**src/rtl/cascaded_pic.sv**
```systemverilog
module cascaded_pic #(
  parameter int VEC_W = 8
) (
  input  logic             clk,
  input  logic             rst_n,
  input  logic [15:0]      irq_in,
  input  logic [15:0]      irq_mask,
  input  logic [15:0]      edge_mode,
  input  logic [VEC_W-1:0] prim_base,
  input  logic [VEC_W-1:0] sec_base,
  output logic             int_out,
  input  logic             ack,
  output logic             vector_valid,
  output logic [VEC_W-1:0] vector_out,
  input  logic             eoi,
  input  logic [3:0]       eoi_line
);

  localparam logic [15:0] USABLE = 16'hFFFB;

  logic [15:0] prev_q, edge_q, isr_q;
  logic [15:0] pend, elig, win_bit, eoi_clr, isr_set;
  logic [7:0]  p_in, s_upto, p_upto;
  logic [2:0]  s_idx, p_idx;
  logic        s_hit, s_blk, p_hit, p_blk, win_sec, take;
  logic [3:0]  win_line;

  assign pend = (edge_mode & edge_q) | (~edge_mode & irq_in);
  assign elig = pend & ~irq_mask & USABLE;

  always_comb begin
    s_hit = 1'b0;
    s_idx = '0;
    for (int i = 7; i >= 0; i--)
      if (elig[8+i]) begin
        s_hit = 1'b1;
        s_idx = 3'(i);
      end
  end

  assign s_upto = 8'((9'd2 << s_idx) - 9'd1);
  assign s_blk  = |(isr_q[15:8] & s_upto);
  assign p_in   = {elig[7:3], s_hit & ~s_blk, elig[1:0]};

  always_comb begin
    p_hit = 1'b0;
    p_idx = '0;
    for (int i = 7; i >= 0; i--)
      if (p_in[i]) begin
        p_hit = 1'b1;
        p_idx = 3'(i);
      end
  end

  assign p_upto   = 8'((9'd2 << p_idx) - 9'd1);
  assign p_blk    = |(isr_q[7:0] & p_upto);
  assign int_out  = p_hit & ~p_blk;
  assign win_sec  = (p_idx == 3'd2);
  assign win_line = win_sec ? {1'b1, s_idx} : {1'b0, p_idx};
  assign take     = ack & int_out;

  assign win_bit = take ? (16'd1 << win_line) : 16'd0;
  assign isr_set = win_bit | ((take && win_sec) ? 16'h0004 : 16'd0);
  assign eoi_clr = eoi ? (16'd1 << eoi_line) : 16'd0;

  always_ff @(posedge clk) begin
    if (!rst_n) begin
      prev_q       <= '0;
      edge_q       <= '0;
      isr_q        <= '0;
      vector_valid <= 1'b0;
      vector_out   <= '0;
    end else begin
      prev_q       <= irq_in;
      edge_q       <= (edge_q & ~win_bit) | (irq_in & ~prev_q & edge_mode);
      isr_q        <= (isr_q & ~eoi_clr) | isr_set;
      vector_valid <= take;
      if (take)
        vector_out <= win_sec ? sec_base + VEC_W'(s_idx) : prim_base + VEC_W'(p_idx);
    end
  end

endmodule

```
**config.mk**
```make
export PLATFORM = sky130hd
export DESIGN_NAME = cascaded_pic
export DESIGN_NICKNAME = d
export VERILOG_FILES = /design/src/rtl/cascaded_pic.sv
export SDC_FILE = /design/constraint.sdc
export NUM_CORES = 1
export LEC_CHECK = 0
export BUFFER_PORTS_ARGS = -buffer_cell sky130_fd_sc_hd__buf_2
export CORE_MARGIN = 3
export CORE_UTILIZATION = 48
export DETAILED_ROUTE_END_ITERATION = 8
export GPL_ROUTABILITY_DRIVEN = 0
export PLACE_DENSITY = 0.8
export SLEW_MARGIN = 20
export SYNTH_ARGS = -nofsm -noshare
export SYNTH_HDL_FRONTEND = slang
export SYNTH_SLANG_ARGS = --single-unit
```
**constraint.sdc**
```tcl
create_clock -name clk -period 3.55 [get_ports clk]
set_input_delay 0.71 -clock clk [delete_from_list [all_inputs] [get_ports clk]]
set_output_delay 0.71 -clock clk [all_outputs]
set_load 0.05 [all_outputs]
```
==> impl_metrics.toml, run 1 <==
[logic_synthesis]
synthesis.nets = 456
synth_top_cells_by_count = "dfxtp_1 (55), nor2_1 (28), a21oi_1 (23)"
yosys.area.top_type = "dfxtp_1"
synth.top_cells.by_area = "dfxtp_1 (34%), mux2i_1 (4.6%), a21oi_1 (3.5%), and2_1 (3.5%), nor2_1 (3.2%)"
netlist_instances = 376
number_of_enable_type_register_cells_in_the_synthesized_netlist = 0
yosys.cell_count.top_type = "dfxtp_1"
synthFlopType = "dfxtp_1"
async_flop_share = 0
yosys_warnings = 0
synth-seq-area-share = 0.338
synth.avg_cell_area_um2 = 8.66
synthesis.area_mm2 = 0.00326
synth-seq-cells = 55
synth.distinct_cells = 71
yosysTopAreaCellShare = 0.338

[clock_tree]
cts_tree = "built"
cts-buffers-inserted = 5
cts_max_path_buffers = 2
path_clk_slew_ns = 0.10
htreeDepth = 2
clock-root-buffer = "clkbuf_8"
cts_num_sinks = 55
insertion_delay_ns = 0.32

[worst_setup_path]
timing.rr.end = "vector_out[6]"
setup.worst_path.start_class = "input pin"
timing.reg2reg.worst_path_depth = 13
timing.critical_path.required_ns = 2.84
worst-path-max-fanout = 4
worst-endpoint-arrival_ns = 2.80
worstReg2RegStart = "edge_q[15]"
path_class = "input pin to output pin"
cp-end-kind = "output pin"
setup.reg_to_reg.worst_slack_ns = 0.27

[layout]
fin_util = 0.660
area_growth_syn_to_layout_pct = 31.0
insertedDiodeCount = 0
n_fill_cell = 533
layout.area.seq_mm2 = 0.00110
multi_input_gate_area_in_the_final_layout_mm2 = 0.00218
finish.net_count = 574
drive_above_1_share = 0.358

[routing]
routedWlPerCell_um = 16.0
post-route-drc-count = 0
first_pass_iters = 5
vias_per_cell = 5.97
total_wirelength_of_the_detailed_routed_design_um = 9160
drt_iter0_markers = 258
ant_nets = 0
vias = 3413

[pwr]
p_leak_nw = 1.85
vdd_drop_max_mv = 0.312
power.density_mw_per_mm2 = 465
design_power_total_w = 0.00198

[grt]
overflow_left_after_global_routing = 0
grt_use_total = 0.232
grt_antenna_before_repair = 0
global_route_wire_length_before_repair_um = 14400
largest_net_degree_at_the_start_of_global_routing = 38
first_global_vias = 3200

[timing]
fin_crit_sh = 0.988
final-setup-viol-count = 0
worst_hold_slack_ns = 0.464
timing_worst_slew_pin_value_ns = 0.767
fin_worst_skew_ns = 0.0103
timing_max_transition_violations_final = 0
setup_repair_after_global_routing_missed_its_margin = "true"
period_needed_ns = 3.51
max_clock_freq_mhz = 285
timing.final.hold_violations = 0
finalWorstSetupSlack_ns = 0.0441
max_slew_margin = 0.488

[floorplan]
core_area_mm2 = 0.00646
initial_core_util = 0.504
ios = 82
die_area_mm2 = 0.00781
die_y_um = 88.4
placement_rows = 29
dieWidth_um = 88.4

[run_status]
status = "finished clean"

[min_path]
min_delay_worst_endpoint = "edge_q[9]"
min_path_cells = 2
hold_path.class = "flip-flop to flip-flop"
hold_path_startpoint = "edge_q[9]"

[placement]
placement.setup.worst_slack_ns = -0.305
hpwl_um = 6890
buffer_ports.inserted = 78

[flow_run]
cap_viol_max_count = 0
## registers in the layout, summed over array words and instances, names as in the netlist
name	cells
edge_q	15
isr_q	16
prev_q	15
vector_out	8
vector_valid	1
## placed cells by master (no fill, tap or decap), types with 3 or more instances in the layout
cell type,netlist,layout
o31ai_1,3,3
and2_1,18,18
clkbuf_8,0,5
dfxtp_1,55,55
or2_2,8,8
o21ai_2,2,3
a21oi_1,23,19
o2111ai_1,3,3
nand2b_1,6,6
xor2_1,5,5
a31oi_1,4,3
ha_1,6,4
o21ai_0,18,18
a21o_1,3,3
a32o_1,7,7
xnor2_1,6,6
nand3b_1,9,9
o21a_1,9,9
a21oi_2,0,4
a211oi_1,3,3
mux2i_1,15,13
nor2b_1,11,10
buf_2,3,76
nand2_1,22,22
o211ai_1,4,4
or2_1,5,4
a211o_1,5,5
nand4_1,5,5
inv_1,13,12
nand3_1,6,5
nor2_1,28,28
buf_4,1,44
nor4_1,3,3
nor3_1,9,9
or3_1,6,6
## logic make-up (layout without fill, tap and decap cells)
group                      count (synthesis)  count (layout)  synth area share
and+or+nand+nor                          144             144             0.241
DFF                                       55              55             0.338
muxes                                     19              19            0.0619
buffers and inverters                     26             145            0.0323
adders and majority gates                  8               8            0.0354
AOI/OAI and AO/OA                        113             113             0.262
xor gates and xnor gates                  11              11            0.0296
## stage by stage
step	instance area (µm²)	std cells	TNS, ns
6_report	4260	572	0
5_1_grt	4260	572	-0.274
4_1_cts	4160	567	0
3_5_place_dp	4020	557	-1.26
3_3_place_gp	4020	557	-0.496
2_1_floorplan	3310	376	-0.0198
## layer usage
layer / wire [µm] / share of wire / vias to the layer above / global-route usage
li1: - / - / 1626 / -
met3: 817 / 0.089 / 19 / 0.0447
met5: 0 / 0 / - / 0
met4: 151 / 0.016 / 0 / 0.0714
met2: 4420 / 0.48 / 188 / 0.402
met1: 3770 / 0.41 / 1580 / 0.291
## what timing repair did
| item | in CTS | in global routing |
|---|---|---|
| setup buffers | 2 | 5 |
| pin swaps | 1 | 17 |
| cloned | 0 | 0 |
| hold endpoints to repair | 0 | 0 |
| setup endpoints to repair | 1 | 6 |
| hold buffers | 0 | 0 |
| resized for setup | 6 | 15 |
## critical path, stage by stage
cell and delay (ns):
buf_2 0.11, mux2i_2 0.14, buf_4 0.14, o22ai_2 0.22
o21ai_1 0.09, a31oi_1 0.33, buf_4 0.19, nand3_2 0.13
or2_2 0.33, o211a_1 0.24, buf_6 0.16
## power by group
part / leakage [nW] / switching [W] / internal [W]
Combinational: 1.35 / 0.000515 / 0.000390
Sequential: 0.453 / 0.0000345 / 0.000682
Clock: 0.0443 / 0.000221 / 0.000142
Total: 1.85 / 0.000770 / 0.00121
## worst max path at each step
stage                       start            end  slack, ns  depth (start not counted)
floorplan           edge_mode[13]  vector_out[6]      -0.02                         14
global placement    edge_mode[12]  vector_out[6]      -0.17                         15
detailed placement  edge_mode[12]  vector_out[6]      -0.31                         15
CTS                 edge_mode[11]        int_out       0.04                         10
global route        edge_mode[11]  vector_out[5]      -0.07                         16
finish              edge_mode[13]        int_out       0.04                         11
## final cells by class
cell class	instances	share of cell area
clock inverter	3	0.00587
tap	77	0.0226
clock buffer	5	0.0161
timing repair buffer	122	0.173
inverter	15	0.0138
sequential	55	0.258
multi-input combinational	295	0.511
(Power assumes the default switching activity.)
==> run 2, diff against run 1 <==
--- a/config.mk
+++ b/config.mk
@@ -5,7 +5,8 @@
 export SDC_FILE = /design/constraint.sdc
 export NUM_CORES = 1
 export LEC_CHECK = 0
-export BUFFER_PORTS_ARGS = -buffer_cell sky130_fd_sc_hd__buf_2
+export BUFFER_PORTS_ARGS = -buffer_cell sky130_fd_sc_hd__buf_4
+export CORE_ASPECT_RATIO = 1.75
 export CORE_MARGIN = 3
 export CORE_UTILIZATION = 48
 export DETAILED_ROUTE_END_ITERATION = 8
==> run 2 against run 1 <==
- die area rose by 0.50%
- combinational power rose by 4.0%
- largest power group unchanged
- cell area rose by 5.9%
- critical path depth fell by 1
- clock skew fell by 0.0024 ns
- highest routed layer unchanged
==> impl_metrics.toml, run 2 (synthesized netlist as in run 1, its figures left out) <==
[worst_setup_path]
worst-path-max-fanout = 4
path_class = "input pin to output pin"
worst-endpoint-arrival_ns = 2.80
crit_path_max_incr_delay_ns = 0.35
timing.critical_path.required_ns = 2.84
timing.reg2reg.worst_path_depth = 14
cp-end-kind = "output pin"
crit_path_frequent_cell = "buf_4"
worstPathCellList = "buf_4 -> mux2i_2 -> o22ai_1 -> o21ai_1 -> a31oi_1 -> buf_4 -> nand3_4 -> or2_2 -> o211a_1 -> buf_6"
critical-path-slowest-cell = "o22ai_1"
beginning_of_the_critical_path = "edge_mode[14]"
setup.worst_path.start_class = "input pin"
worstReg2RegStart = "edge_q[11]"

[floorplan]
initial_core_util = 0.498
die_y_um = 115
core_area_mm2 = 0.00654
die_area_mm2 = 0.00785
placement_rows = 39
ios = 82
dieWidth_um = 68.3

[placement]
place_inst = 559
hpwl_um = 7310
buffer_ports.inserted = 78
placed_cell_area_mm2 = 0.00419

[pwr]
power_frac_comb = 0.432
vdd_drop_max_mv = 0.447
power.density_mw_per_mm2 = 482
cellInternalPower_w = 0.00138
share_seq_of_total_power = 0.330
sw_frac_of_total = 0.364
net-switching-power_w = 0.000791
p_clk_frac = 0.237
p_leak_nw = 1.92

[grt]
grt_antenna_before_repair = 0
grt_use_total = 0.247
global_route_wire_length_before_repair_um = 14800
largest_net_degree_at_the_start_of_global_routing = 38
first_global_vias = 3353
overflow_left_after_global_routing = 0

[flow_run]
cap_viol_max_count = 0

[routing]
drt_iter0_markers = 212
vias = 3370
routedWlPerCell_um = 16.9
first_pass_iters = 4
total_wirelength_of_the_detailed_routed_design_um = 9630
ant_nets = 0
post-route-drc-count = 0
vias_per_cell = 5.90

[layout]
multi_input_gate_area_in_the_final_layout_mm2 = 0.00222
area_growth_syn_to_layout_pct = 38.7
most-common-layout-cells = "buf_4 (114), dfxtp_1 (55), nor2_1 (28)"
register_with_the_highest_flop_count = "isr_q"
final_area_mm2 = 0.00452
finish.net_count = 568
instances_no_fill = 571
layout.area.seq_mm2 = 0.00110
drive_above_1_share = 0.366
fin_util = 0.691
layout.cells.most_common = "buf_4"
largest_register_ffs = 16
insertedDiodeCount = 0
n_fill_cell = 523
largestRegisters = "isr_q (16), edge_q (15), prev_q (15)"

[timing]
timing.final.hold_violations = 0
timing_worst_slew_pin_value_ns = 0.786
max_slew_margin = 0.476
final.setup.tns_ns = 0
timing_max_transition_violations_final = 0
worst_hold_slack_ns = 0.466
period_needed_ns = 3.51
fin_worst_skew_ns = 0.00793
max_clock_freq_mhz = 285
fin_crit_sh = 0.990
final-setup-viol-count = 0
setup_repair_after_global_routing_missed_its_margin = "true"

[clock_tree]
cts_max_path_buffers = 2
cts_tree = "built"
clock-root-buffer = "clkbuf_16"
cts_num_sinks = 55
htreeDepth = 2
cts-buffers-inserted = 5
insertion_delay_ns = 0.30
path_clk_slew_ns = 0.07

[min_path]
min_path_cells = 2
hold_path_startpoint = "vector_out[7]"
hold_path.class = "flip-flop to flip-flop"

[run_status]
status = "finished clean"
## run 2: cell types whose count changed in the layout (fill, tap and decap cells not counted), sizes merged
cell	delta
buf	-6
clkinv	-1
clkbuf	+1
## run 2: final timing paths
| path | slack [ns] | endpoint |
|---|---|---|
| worst min register to register | 0.47 | vector_out[7] |
| worst max-delay path | 0.04 | int_out |
| worst min-delay path | 0.47 | vector_out[7] |
| worst max register to register | 0.34 | vector_out[6] |
## run 2: power groups by stage
| stage | logic [W] | registers [W] | clock network, W |
|---|---|---|---|
| CTS | 0.000884 | 0.000717 | 0.000519 |
| floorplan | 0.000470 | 0.000804 | 0 |
| detailed placement | 0.000870 | 0.000730 | 0 |
| finish | 0.000941 | 0.000719 | 0.000516 |
| global placement | 0.000850 | 0.000727 | 0 |
| global route | 0.00101 | 0.000726 | 0.000546 |
## run 2: stage by stage
stage                     worst slack [ns]  power, W
after global routing               -0.0744   0.00228
after CTS                          0.00420   0.00212
after floorplan                    -0.0198   0.00127
final                               0.0353   0.00218
after detailed placement            -0.261   0.00160
after global placement              -0.156   0.00158
## run 2: layout make-up
type	instances	area share
timing repair buffer	116	0.194
multi-input combinational	295	0.492
clock buffer	6	0.0307
tap	82	0.0227
inverter	15	0.0130
sequential	55	0.244
clock inverter	2	0.00360
## run 2: metal layers
metal | GRT usage | wire, µm | up-vias
met5 | 0 | 0 | -
met4 | 0.125 | 355 | 0
met3 | 0.0401 | 528 | 34
met2 | 0.450 | 5150 | 132
met1 | 0.262 | 3600 | 1598
li1 | - | - | 1606
## run 2: worst max-delay path: cells and delay by family
family                 cells  cell delay (ns)
muxes                      1             0.15
AOI/OAI and AO/OA          4             1.06
and+or+nand+nor            2             0.40
buffers and inverters      3             0.47
## run 2: timing repair
| action | 4_1_cts | 5_1_grt |
|---|---|---|
| gates resized for setup | 3 | 26 |
| setup endpoints to repair | 1 | 6 |
| setup buffers | 3 | 1 |
| pin swaps | 3 | 18 |
| hold buffers | 0 | 0 |
